==> config.mk <==
export PLATFORM = sky130hd
export DESIGN_NAME = eth_rx_addr_filter
export DESIGN_NICKNAME = d
export VERILOG_FILES = /design/src/rtl/eaf_pkg.sv /design/src/rtl/eaf_cfg_regs.sv /design/src/rtl/eaf_addr_capture.sv /design/src/rtl/eaf_decide.sv /design/src/rtl/eth_rx_addr_filter.sv
export SDC_FILE = /design/constraint.sdc
export NUM_CORES = 1
export LEC_CHECK = 0
export BUFFER_PORTS_ARGS = -buffer_cell sky130_fd_sc_hd__clkbuf_2
export CAP_MARGIN = 20
export CORE_MARGIN = 2
export CORE_UTILIZATION = 45
export CTS_CLUSTER_DIAMETER = 100
export DETAILED_ROUTE_END_ITERATION = 6
export REMOVE_ABC_BUFFERS = 1
export SETUP_SLACK_MARGIN = 0.05
export SLEW_MARGIN = 10
export SYNTH_ARGS = -nofsm -noshare
export SYNTH_HDL_FRONTEND = slang
export SYNTH_HIERARCHICAL = 1
export SYNTH_SLANG_ARGS = --single-unit
==> constraint.sdc <==
create_clock -name clk -period 4.7 [get_ports clk]
set_input_delay 0 -clock clk [delete_from_list [all_inputs] [get_ports clk]]
set_output_delay 0 -clock clk [all_outputs]
set_load 0.02 [all_outputs]
==> src/rtl/eaf_pkg.sv <==
package eaf_pkg;

  localparam logic [31:0] CRC_POLY = 32'h04C11DB7;

  typedef struct packed {
    logic mcast_en;
    logic bcast_en;
    logic promisc;
  } eaf_ctrl_t;

  // One byte through a MSB-shifting CRC-32, data bits taken LSB first.
  function automatic logic [31:0] crc_step(input logic [31:0] c, input logic [7:0] d);
    logic [31:0] r;
    r = c;
    for (int i = 0; i < 8; i++) begin
      if (r[31] ^ d[i]) r = {r[30:0], 1'b0} ^ CRC_POLY;
      else              r = {r[30:0], 1'b0};
    end
    return r;
  endfunction

endpackage

==> src/rtl/eaf_cfg_regs.sv <==
module eaf_cfg_regs
  import eaf_pkg::*;
#(
  parameter int ADDR_BYTES = 6,
  parameter int HASH_W     = 64,
  parameter int REG_W      = 32,
  parameter int CFG_AW     = 4
) (
  input  logic                    clk,
  input  logic                    rst,
  input  logic                    cfg_we,
  input  logic [CFG_AW-1:0]       cfg_addr,
  input  logic [REG_W-1:0]        cfg_wdata,
  output logic [8*ADDR_BYTES-1:0] station,
  output logic [HASH_W-1:0]       hash_tbl,
  output eaf_ctrl_t               ctrl
);
  localparam int HASH_WORDS = HASH_W / REG_W;
  localparam int HASH_BASE  = ADDR_BYTES;
  localparam int CTRL_OFF   = ADDR_BYTES + HASH_WORDS;

  for (genvar i = 0; i < ADDR_BYTES; i++) begin : g_sta
    always_ff @(posedge clk) begin
      if (rst) station[8*i +: 8] <= '0;
      else if (cfg_we && cfg_addr == CFG_AW'(i)) station[8*i +: 8] <= cfg_wdata[7:0];
    end
  end

  for (genvar w = 0; w < HASH_WORDS; w++) begin : g_hash
    always_ff @(posedge clk) begin
      if (rst) hash_tbl[REG_W*w +: REG_W] <= '0;
      else if (cfg_we && cfg_addr == CFG_AW'(HASH_BASE + w)) hash_tbl[REG_W*w +: REG_W] <= cfg_wdata;
    end
  end

  always_ff @(posedge clk) begin
    if (rst) ctrl <= '0;
    else if (cfg_we && cfg_addr == CFG_AW'(CTRL_OFF)) ctrl <= eaf_ctrl_t'(cfg_wdata[2:0]);
  end
endmodule

==> src/rtl/eaf_addr_capture.sv <==
module eaf_addr_capture
  import eaf_pkg::*;
#(
  parameter int ADDR_BYTES = 6,
  parameter int HASH_IDX_W = 6,
  localparam int CNT_W     = $clog2(ADDR_BYTES + 1)
) (
  input  logic                    clk,
  input  logic                    rst,
  input  logic                    byte_valid,
  input  logic                    frm_start,
  input  logic [7:0]              byte_data,
  output logic                    start_seen,
  output logic                    last_byte,
  output logic [8*ADDR_BYTES-1:0] addr_now,
  output logic [HASH_IDX_W-1:0]   hash_idx,
  output logic [CNT_W-1:0]        cnt
);
  logic [CNT_W-1:0]        cnt_q;
  logic [31:0]             crc_q, crc_nxt;
  logic [8*ADDR_BYTES-1:0] addr_q;

  assign start_seen = byte_valid && frm_start;
  assign last_byte  = byte_valid && !frm_start && (cnt_q == CNT_W'(ADDR_BYTES - 1));
  assign crc_nxt    = crc_step(frm_start ? 32'hFFFF_FFFF : crc_q, byte_data);
  assign hash_idx   = crc_nxt[31 -: HASH_IDX_W];
  assign cnt        = cnt_q;

  // Idle state is cnt_q == ADDR_BYTES: stray bytes fall through.
  always_ff @(posedge clk) begin
    if (rst) begin
      cnt_q <= CNT_W'(ADDR_BYTES);
      crc_q <= 32'hFFFF_FFFF;
    end else if (start_seen) begin
      cnt_q <= CNT_W'(1);
      crc_q <= crc_nxt;
    end else if (byte_valid && cnt_q < CNT_W'(ADDR_BYTES)) begin
      cnt_q <= cnt_q + CNT_W'(1);
      crc_q <= crc_nxt;
    end
  end

  for (genvar i = 0; i < ADDR_BYTES; i++) begin : g_byte
    always_ff @(posedge clk) begin
      if (rst) addr_q[8*i +: 8] <= '0;
      else if (byte_valid && ((frm_start && i == 0) ||
                              (!frm_start && cnt_q == CNT_W'(i))))
        addr_q[8*i +: 8] <= byte_data;
    end
    if (i == ADDR_BYTES - 1) begin : g_tail
      assign addr_now[8*i +: 8] = byte_data;
    end else begin : g_held
      assign addr_now[8*i +: 8] = addr_q[8*i +: 8];
    end
  end
endmodule

==> src/rtl/eaf_decide.sv <==
module eaf_decide
  import eaf_pkg::*;
#(
  parameter int ADDR_BYTES = 6,
  parameter int HASH_IDX_W = 6,
  localparam int HASH_W    = 1 << HASH_IDX_W
) (
  input  logic                    clk,
  input  logic                    rst,
  input  logic                    start_seen,
  input  logic                    last_byte,
  input  logic [8*ADDR_BYTES-1:0] addr_now,
  input  logic [8*ADDR_BYTES-1:0] station,
  input  logic [HASH_W-1:0]       hash_tbl,
  input  logic [HASH_IDX_W-1:0]   hash_idx,
  input  eaf_ctrl_t               ctrl,
  output logic                    dec_valid,
  output logic                    accept
);
  logic is_bcast, is_group, hash_hit, exact, verdict;

  assign is_bcast = &addr_now;
  assign is_group = addr_now[0];
  assign hash_hit = hash_tbl[hash_idx];
  assign exact    = (addr_now == station);

  always_comb begin
    if (ctrl.promisc)  verdict = 1'b1;
    else if (is_bcast) verdict = ctrl.bcast_en;
    else if (is_group) verdict = ctrl.mcast_en && hash_hit;
    else               verdict = exact;
  end

  always_ff @(posedge clk) begin
    if (rst || start_seen) begin
      dec_valid <= 1'b0;
      accept    <= 1'b0;
    end else if (last_byte) begin
      dec_valid <= 1'b1;
      accept    <= verdict;
    end
  end
endmodule

==> src/rtl/eth_rx_addr_filter.sv <==
module eth_rx_addr_filter
  import eaf_pkg::*;
#(
  parameter int ADDR_BYTES = 6,
  parameter int HASH_IDX_W = 6,
  parameter int REG_W      = 32,
  parameter int CFG_AW     = 4
) (
  input  logic              clk,
  input  logic              rst,
  input  logic              cfg_we,
  input  logic [CFG_AW-1:0] cfg_addr,
  input  logic [REG_W-1:0]  cfg_wdata,
  input  logic              byte_valid,
  input  logic              frm_start,
  input  logic [7:0]        byte_data,
  output logic              dec_valid,
  output logic              accept
);
  localparam int HASH_W = 1 << HASH_IDX_W;
  localparam int CNT_W  = $clog2(ADDR_BYTES + 1);

  logic [8*ADDR_BYTES-1:0] station, addr_now;
  logic [HASH_W-1:0]       hash_tbl;
  logic [HASH_IDX_W-1:0]   hash_idx;
  logic [CNT_W-1:0]        byte_cnt;
  logic                    start_seen, last_byte;
  eaf_ctrl_t               ctrl_q;

  eaf_cfg_regs #(.ADDR_BYTES(ADDR_BYTES), .HASH_W(HASH_W), .REG_W(REG_W), .CFG_AW(CFG_AW)) u_cfg (
    .clk(clk), .rst(rst), .cfg_we(cfg_we), .cfg_addr(cfg_addr), .cfg_wdata(cfg_wdata),
    .station(station), .hash_tbl(hash_tbl), .ctrl(ctrl_q)
  );

  eaf_addr_capture #(.ADDR_BYTES(ADDR_BYTES), .HASH_IDX_W(HASH_IDX_W)) u_cap (
    .clk(clk), .rst(rst), .byte_valid(byte_valid), .frm_start(frm_start), .byte_data(byte_data),
    .start_seen(start_seen), .last_byte(last_byte), .addr_now(addr_now),
    .hash_idx(hash_idx), .cnt(byte_cnt)
  );

  eaf_decide #(.ADDR_BYTES(ADDR_BYTES), .HASH_IDX_W(HASH_IDX_W)) u_dec (
    .clk(clk), .rst(rst), .start_seen(start_seen), .last_byte(last_byte),
    .addr_now(addr_now), .station(station), .hash_tbl(hash_tbl), .hash_idx(hash_idx),
    .ctrl(ctrl_q), .dec_valid(dec_valid), .accept(accept)
  );
endmodule

==> flow_metrics.py, run 1 <==
metrics = {
    "cts": {
        "cts_max_path_buffers": 2,
        "root_buffer": "clkbuf_16",
        "postCtsResizedCells": 0,
        "cts_tree": "yes",
        "insertion_delay_ns": 0.44,
        "clk_pin_slew_ns": 0.07,
        "clock_sinks": 192,
        "htreeDepth": 4,
        "numCtsBuffers": 17,
    },
    "power": {
        "power_density_mw_per_mm2": 374.9,
        "irDropWorstVdd_v": 0.0002325,
        "intPower_mw": 2.914,
        "p_sw_share_pct": 29.85,
        "leakagePower_nw": 4.548,
        "combPwrFrac_pct": 23.0,
        "p_clk_share_pct": 34.9,
        "p_seq_share_pct": 42.1,
        "p_sw_mw": 1.240,
    },
    "placement": {
        "gp_congestion": 0.8080,
        "hpwl_um": 17040,
        "placedCellCount": 1280,
        "dpl_cell_area_sq_mm": 0.01019,
        "numPortBuffers": 50,
        "pre_cts_ws_ns": 1.150,
    },
    "finish": {
        "drive_gt1_share_pct": 11.50,
        "layout_commonest_cell": "dfxtp_1",
        "design_area_sq_mm": 0.01108,
        "instances_no_fill": 1341,
        "fin_nets": 1102,
        "area_growth_pct": 10.98,
        "num_antenna_cells": 0,
        "layout_common_cells": "dfxtp_1 (192), nand2b_1 (153), mux2i_1 (129)",
        "fillers": 2050,
    },
    "worst_setup_path": {
        "crit_path_frequent_cell": "xnor2_1",
        "critPathCaptureType": "flop",
        "cp.arrival_ns": 3.84,
        "crit_chain": "xnor2_1 > nor2_1 > xnor2_1 > xnor2_1 > xnor2_2 > buf_4 > mux4_1 > mux2i_1 > nand2_1 > o21ai_0 > o21ai_1 > a22o_1",
        "slowest_delay_ns": 0.59,
        "slowest_stage": "xnor2_2",
        "cp_max_fo": 9,
        "cp-start-kind": "flop",
        "critPathKind": "flop to flop",
        "critPathRequiredTime_ns": 5.03,
    },
    "floorplan": {
        "fp.dieArea_sq_mm": 0.02339,
        "die_w_um": 152.9,
        "num_io_pins": 51,
        "start_util_pct": 45.75,
        "core_sq_mm": 0.02182,
        "dieHeight_um": 152.9,
        "rows": 54,
    },
    "route": {
        "drc": 0,
        "wl_um": 24720,
        "drtIter0Drc": 557,
        "ant_nets": 0,
        "num_vias": 7104,
        "wl_per_cell_um": 18.43,
        "vias_per_cell": 5.298,
        "drt_first_pass_iters": 5,
    },
    "sta": {
        "finalCritPeriodShare_pct": 74.69,
        "period_needed_ns": 3.510,
        "setup_violations": 0,
        "fin_tns_setup_ns": 0,
        "rsz0062_at_grt": "no",
        "hold_viol_final": 0,
        "worst_pin_slew_ns": 1.013,
        "slew_headroom_pct": 32.02,
        "drv_slew": 0,
        "max_freq_mhz": 284.9,
        "worst_slack_ns": 1.190,
        "fin_worst_skew_ns": 0.01185,
    },
    "grt": {
        "antenna_found_initial": 0,
        "grt_pass1_wl_um": 40160,
        "grt_start_max_net_pins": 112,
        "first_global_vias": 7042,
        "grtUsageTotal_pct": 21.82,
        "grt_remaining_overflow": 0,
    },
    "synth": {
        "yosys_warnings": 6,
        "synth.avg_cell_area_sq_um": 9.693,
        "ys.flop_type": "dfxtp_1",
        "synth_cells": 1030,
        "ys_types": 62,
        "syn-cell-area_sq_mm": 0.009983,
        "synth-seq-cells": 192,
        "async_flop_share_pct": 0,
        "yosysSeqAreaShare_pct": 38.50,
        "synth_edf_count": 0,
    },
    "min_path": {
        "hold_class": "input pin to flop",
    },
    "run_status": {
        "outcome": "finished, final reports clean",
    },
    "run": {
        "drv_cap": 0,
    },
}
[logic make-up after synthesis]
logic type,share of synthesized area (%)
fa+ha+maj,0.6266
mux,16.88
buf+inv,5.326
simple gates,20.48
compound gates,5.389
xor+xnor,12.80
flops,38.50
[worst paths after layout]
kind                                 from                              end  slack, ns  cells past startpoint
max          u_cap/crc_q[28]$_SDFFE_PP1P_        u_dec/accept$_SDFFE_PP0P_       1.19                     12
min                          byte_data[7]  u_cap/addr_now[15]$_SDFFE_PP0P_       0.02                      3
max reg2reg  u_cap/crc_q[28]$_SDFFE_PP1P_        u_dec/accept$_SDFFE_PP0P_       1.19                     12
min reg2reg  u_cap/crc_q[10]$_SDFFE_PP1P_     u_cap/crc_q[10]$_SDFFE_PP1P_       0.47                      2
[cells in the mapped netlist (5+ instances only)]
cell / instances / share of area (%)
nand2b_1: 153 / 9.6
buf_1: 8 / 0.30
nor3_1: 7 / 0.35
xnor2_4: 5 / 1.4
dfxtp_1: 192 / 39
ha_1: 5 / 0.63
xnor2_1: 90 / 7.9
nand4_1: 24 / 1.5
nand2_1: 93 / 3.5
buf_2: 9 / 0.45
mux4_2: 10 / 2.3
nor2b_1: 6 / 0.38
mux2i_1: 129 / 13
nand3_1: 19 / 0.95
buf_6: 5 / 0.56
nor4_1: 8 / 0.50
nor2_1: 47 / 1.8
mux4_1: 6 / 1.6
clkbuf_1: 47 / 1.8
xor2_1: 17 / 1.5
o211ai_1: 17 / 1.3
o21ai_0: 5 / 0.25
and2_1: 5 / 0.31
xnor3_1: 6 / 1.4
inv_1: 10 / 0.38
buf_4: 17 / 1.3
a21oi_1: 39 / 2.0
[power groups by stage]
stage               registers [mW]  clock network, mW  logic [mW]
floorplan                     1.77                  0       0.688
global placement              1.79                  0       0.914
detailed placement            1.79                  0       0.919
CTS                           1.75               1.48       0.946
global route                  1.76               1.55        1.04
finish                        1.75               1.45       0.955
[area by class of cell]
type / count / area [sq um] / area share [%]
Clock inverter: 11 / 113.9 / 1.028
Sequential cell: 192 / 3844 / 34.69
Multi-Input combinational cell: 738 / 5634 / 50.85
Inverter: 10 / 37.54 / 0.3388
Timing Repair Buffer: 89 / 619.3 / 5.590
Tap cell: 280 / 350.3 / 3.162
Clock buffer: 21 / 480.5 / 4.337
[per-stage QoR]
stage          power [mW]  util [%]  hold WS, ns
2_1_floorplan       2.454         -      0.06907
3_3_place_gp        2.699     46.71       0.2750
3_5_place_dp        2.705     46.71       0.2844
4_1_cts             4.176     50.72      0.01045
5_1_grt             4.346     50.77      0.02973
6_report            4.154     50.77      0.02132
[critical path, delay by kind of cell (launching register included)]
kind            cells  cell delay [ns]
compound gates      3             0.49
mux                 2             0.69
buf+inv             1             0.30
xor+xnor            4             1.24
simple gates        2             0.15
flops               1             0.52
[sequential cells by signal (all words and copies together), names as in the netlist]
signal and flops:
u_cfg/ctrl 3, u_cap/crc_q 32, u_cfg/station 48, u_dec/accept 1
u_cap/cnt 3, u_dec/dec_valid 1, u_cap/addr_now 40, u_cfg/hash_tbl 64
[what timing repair did]
| action | 4_1_cts | 5_1_grt |
|---|---|---|
| setup buffers | 0 | 0 |
| hold endpoints to repair | 58 | 0 |
| hold buffers | 28 | 0 |
[layer usage]
layer  vias up  wire length (um)  track usage (%)
li1       3506                 -                -
met1      3420             12520            32.99
met5         -                 0                0
met2       156             10790            32.35
met4         0               341            5.644
met3        22              1070            3.487
Power figures use the tool's default switching activity.
==> run 2, diff against run 1 <==
==> constraint.sdc (replaced) <==
create_clock -name clk -period 3.6 [get_ports clk]
set_input_delay 0 -clock clk [delete_from_list [all_inputs] [get_ports clk]]
set_output_delay 0 -clock clk [all_outputs]
set_load 0.02 [all_outputs]
==> run 2 against run 1 <==
Net effect: flip-flop and latch count is the same; clock skew decreased by 0.00075 ns; wire length down 0.22%; die area unchanged; cell count rose by 1.0%; clock power rose by 26%; sequential power grew 30%; setup slack lost 0.86 ns; non-clock buffer count up 14; worst hold slack worse by 0.016 ns; total power rose by 31%; combinational power increased by 38%.
==> flow_metrics.py, run 2 (synthesized netlist as in run 1, its figures left out) <==
metrics = {
    "route": {
        "drtIter0Drc": 575,
        "ant_nets": 0,
        "wl_met3_um": 1093,
        "dr.max_layer_used": "met4",
        "drt_first_pass_iters": 5,
        "wl_met1_um": 12100,
        "met2WireLength_um": 11220,
        "wl_per_cell_um": 18.20,
        "drc": 0,
        "vias_per_cell": 5.320,
        "wl_um": 24670,
        "num_vias": 7209,
    },
    "placement": {
        "hpwl_um": 17420,
        "numPortBuffers": 50,
        "placedCellCount": 1292,
        "gp_congestion": 0.8435,
        "pre_cts_ws_ns": 0.07434,
    },
    "cts": {
        "root_buffer": "clkbuf_16",
        "cts_tree": "yes",
        "clock_sinks": 192,
        "insertion_delay_ns": 0.44,
        "clk_pin_slew_ns": 0.07,
        "htreeDepth": 4,
        "cts_max_path_buffers": 2,
        "numCtsBuffers": 17,
    },
    "sta": {
        "hold_viol_final": 0,
        "period_needed_ns": 3.273,
        "drv_slew": 0,
        "fin_worst_skew_ns": 0.01111,
        "finalCritPeriodShare_pct": 90.92,
        "max_freq_mhz": 305.5,
        "hold_ws_ns": 0.005385,
        "worst_pin_slew_ns": 0.9825,
        "slew_headroom_pct": 34.06,
        "rsz0062_at_grt": "no",
        "setup_violations": 0,
        "worst_slack_ns": 0.3268,
    },
    "finish": {
        "num_antenna_cells": 0,
        "instances_no_fill": 1355,
        "drive_gt1_share_pct": 12.74,
        "layout_common_cells": "dfxtp_1 (192), nand2b_1 (153), mux2i_1 (129)",
        "fillers": 2013,
        "largest_reg_flops": 64,
        "postLayoutCoreUtil_pct": 51.19,
        "multi_input_area_sq_mm": 0.005657,
        "layout_commonest_cell": "dfxtp_1",
        "regArea_sq_mm": 0.003844,
        "regMostFlops": "u_cfg/hash_tbl",
        "area_growth_pct": 11.89,
        "fin_nets": 1116,
    },
    "grt": {
        "grt_start_max_net_pins": 79,
        "grt_remaining_overflow": 0,
        "grtUsageTotal_pct": 21.45,
        "first_global_vias": 6855,
        "antenna_found_initial": 0,
        "grt_pass1_wl_um": 39280,
    },
    "worst_setup_path": {
        "cp-start-kind": "flop",
        "cp.arrival_ns": 3.60,
        "cp_max_fo": 13,
        "crit_path_start": "u_cap/crc_q[30]$_SDFFE_PP1P_",
        "critPathCaptureType": "flop",
        "critPathKind": "flop to flop",
        "critPathRequiredTime_ns": 3.93,
        "timing.rr.start": "u_cap/crc_q[30]$_SDFFE_PP1P_",
    },
    "floorplan": {
        "num_io_pins": 51,
        "start_util_pct": 45.75,
        "rows": 54,
        "core_sq_mm": 0.02182,
        "dieHeight_um": 152.9,
        "die_w_um": 152.9,
        "fp.dieArea_sq_mm": 0.02339,
    },
    "power": {
        "power_density_mw_per_mm2": 485.7,
        "total_power_mw": 5.426,
        "leakagePower_nw": 4.605,
        "irDropWorstVdd_v": 0.0002955,
    },
    "min_path": {
        "hold_class": "input pin to flop",
        "min_from": "byte_valid",
    },
    "run_status": {
        "outcome": "finished, final reports clean",
    },
    "run": {
        "drv_cap": 0,
    },
}
run 2: worst paths after layout:
path	endpoint	slack, ns	cells past startpoint
worst max-delay path	u_dec/accept$_SDFFE_PP0P_	0.33	11
worst min-delay path	u_cap/cnt[1]$_SDFFE_PP1P_	0.005	3
worst max register to register	u_dec/accept$_SDFFE_PP0P_	0.33	11
worst min register to register	u_cfg/hash_tbl[23]$_SDFFE_PP0P_	0.47	2
run 2: timing repair:
item	in CTS	in global routing
resized for setup	1	1
pin swaps	0	1
buffers inserted	0	5
endpoints found under the hold margin	52	0
endpoints found under the setup margin	1	1
hold buffers	26	0
run 2: layout make-up:
type | count | area share (%)
multi-input cells | 738 | 50.64
flip-flops and latches | 192 | 34.41
repair buffers | 103 | 6.407
clock buffers | 19 | 3.965
well taps | 280 | 3.136
clock inverters | 13 | 1.109
inverters | 10 | 0.3360
run 2: worst max-delay path: stages (launching register included):
cell	delay, ns
dfxtp_1	0.42
xnor2_1	0.15
nor2_1	0.11
xnor2_4	0.36
xnor2_2	0.22
xnor2_4	0.58
mux4_2	0.60
nor4b_1	0.27
nor3_1	0.08
nand4_1	0.10
o21ai_1	0.07
a22o_1	0.19
run 2: per-layer routing:
| layer | GRT usage [%] | vias up |
|---|---|---|
| li1 | - | 3545 |
| met5 | 0 | - |
| met4 | 4.497 | 0 |
| met3 | 3.629 | 15 |
| met1 | 31.49 | 3480 |
| met2 | 33.31 | 169 |
run 2: power by group:
part | leakage [nW] | switching (mW) | internal (mW)
clock | 0.282 | 0.895 | 0.933
combinational | 2.76 | 0.657 | 0.661
sequential | 1.56 | 0.0725 | 2.21
run 2: stage by stage:
stage / area (sq um) / TNS (ns)
floorplan: 9489 / -10.38
global placement: 10280 / 0
detailed placement: 10280 / 0
CTS: 11120 / 0
global route: 11170 / 0
finish: 11170 / 0
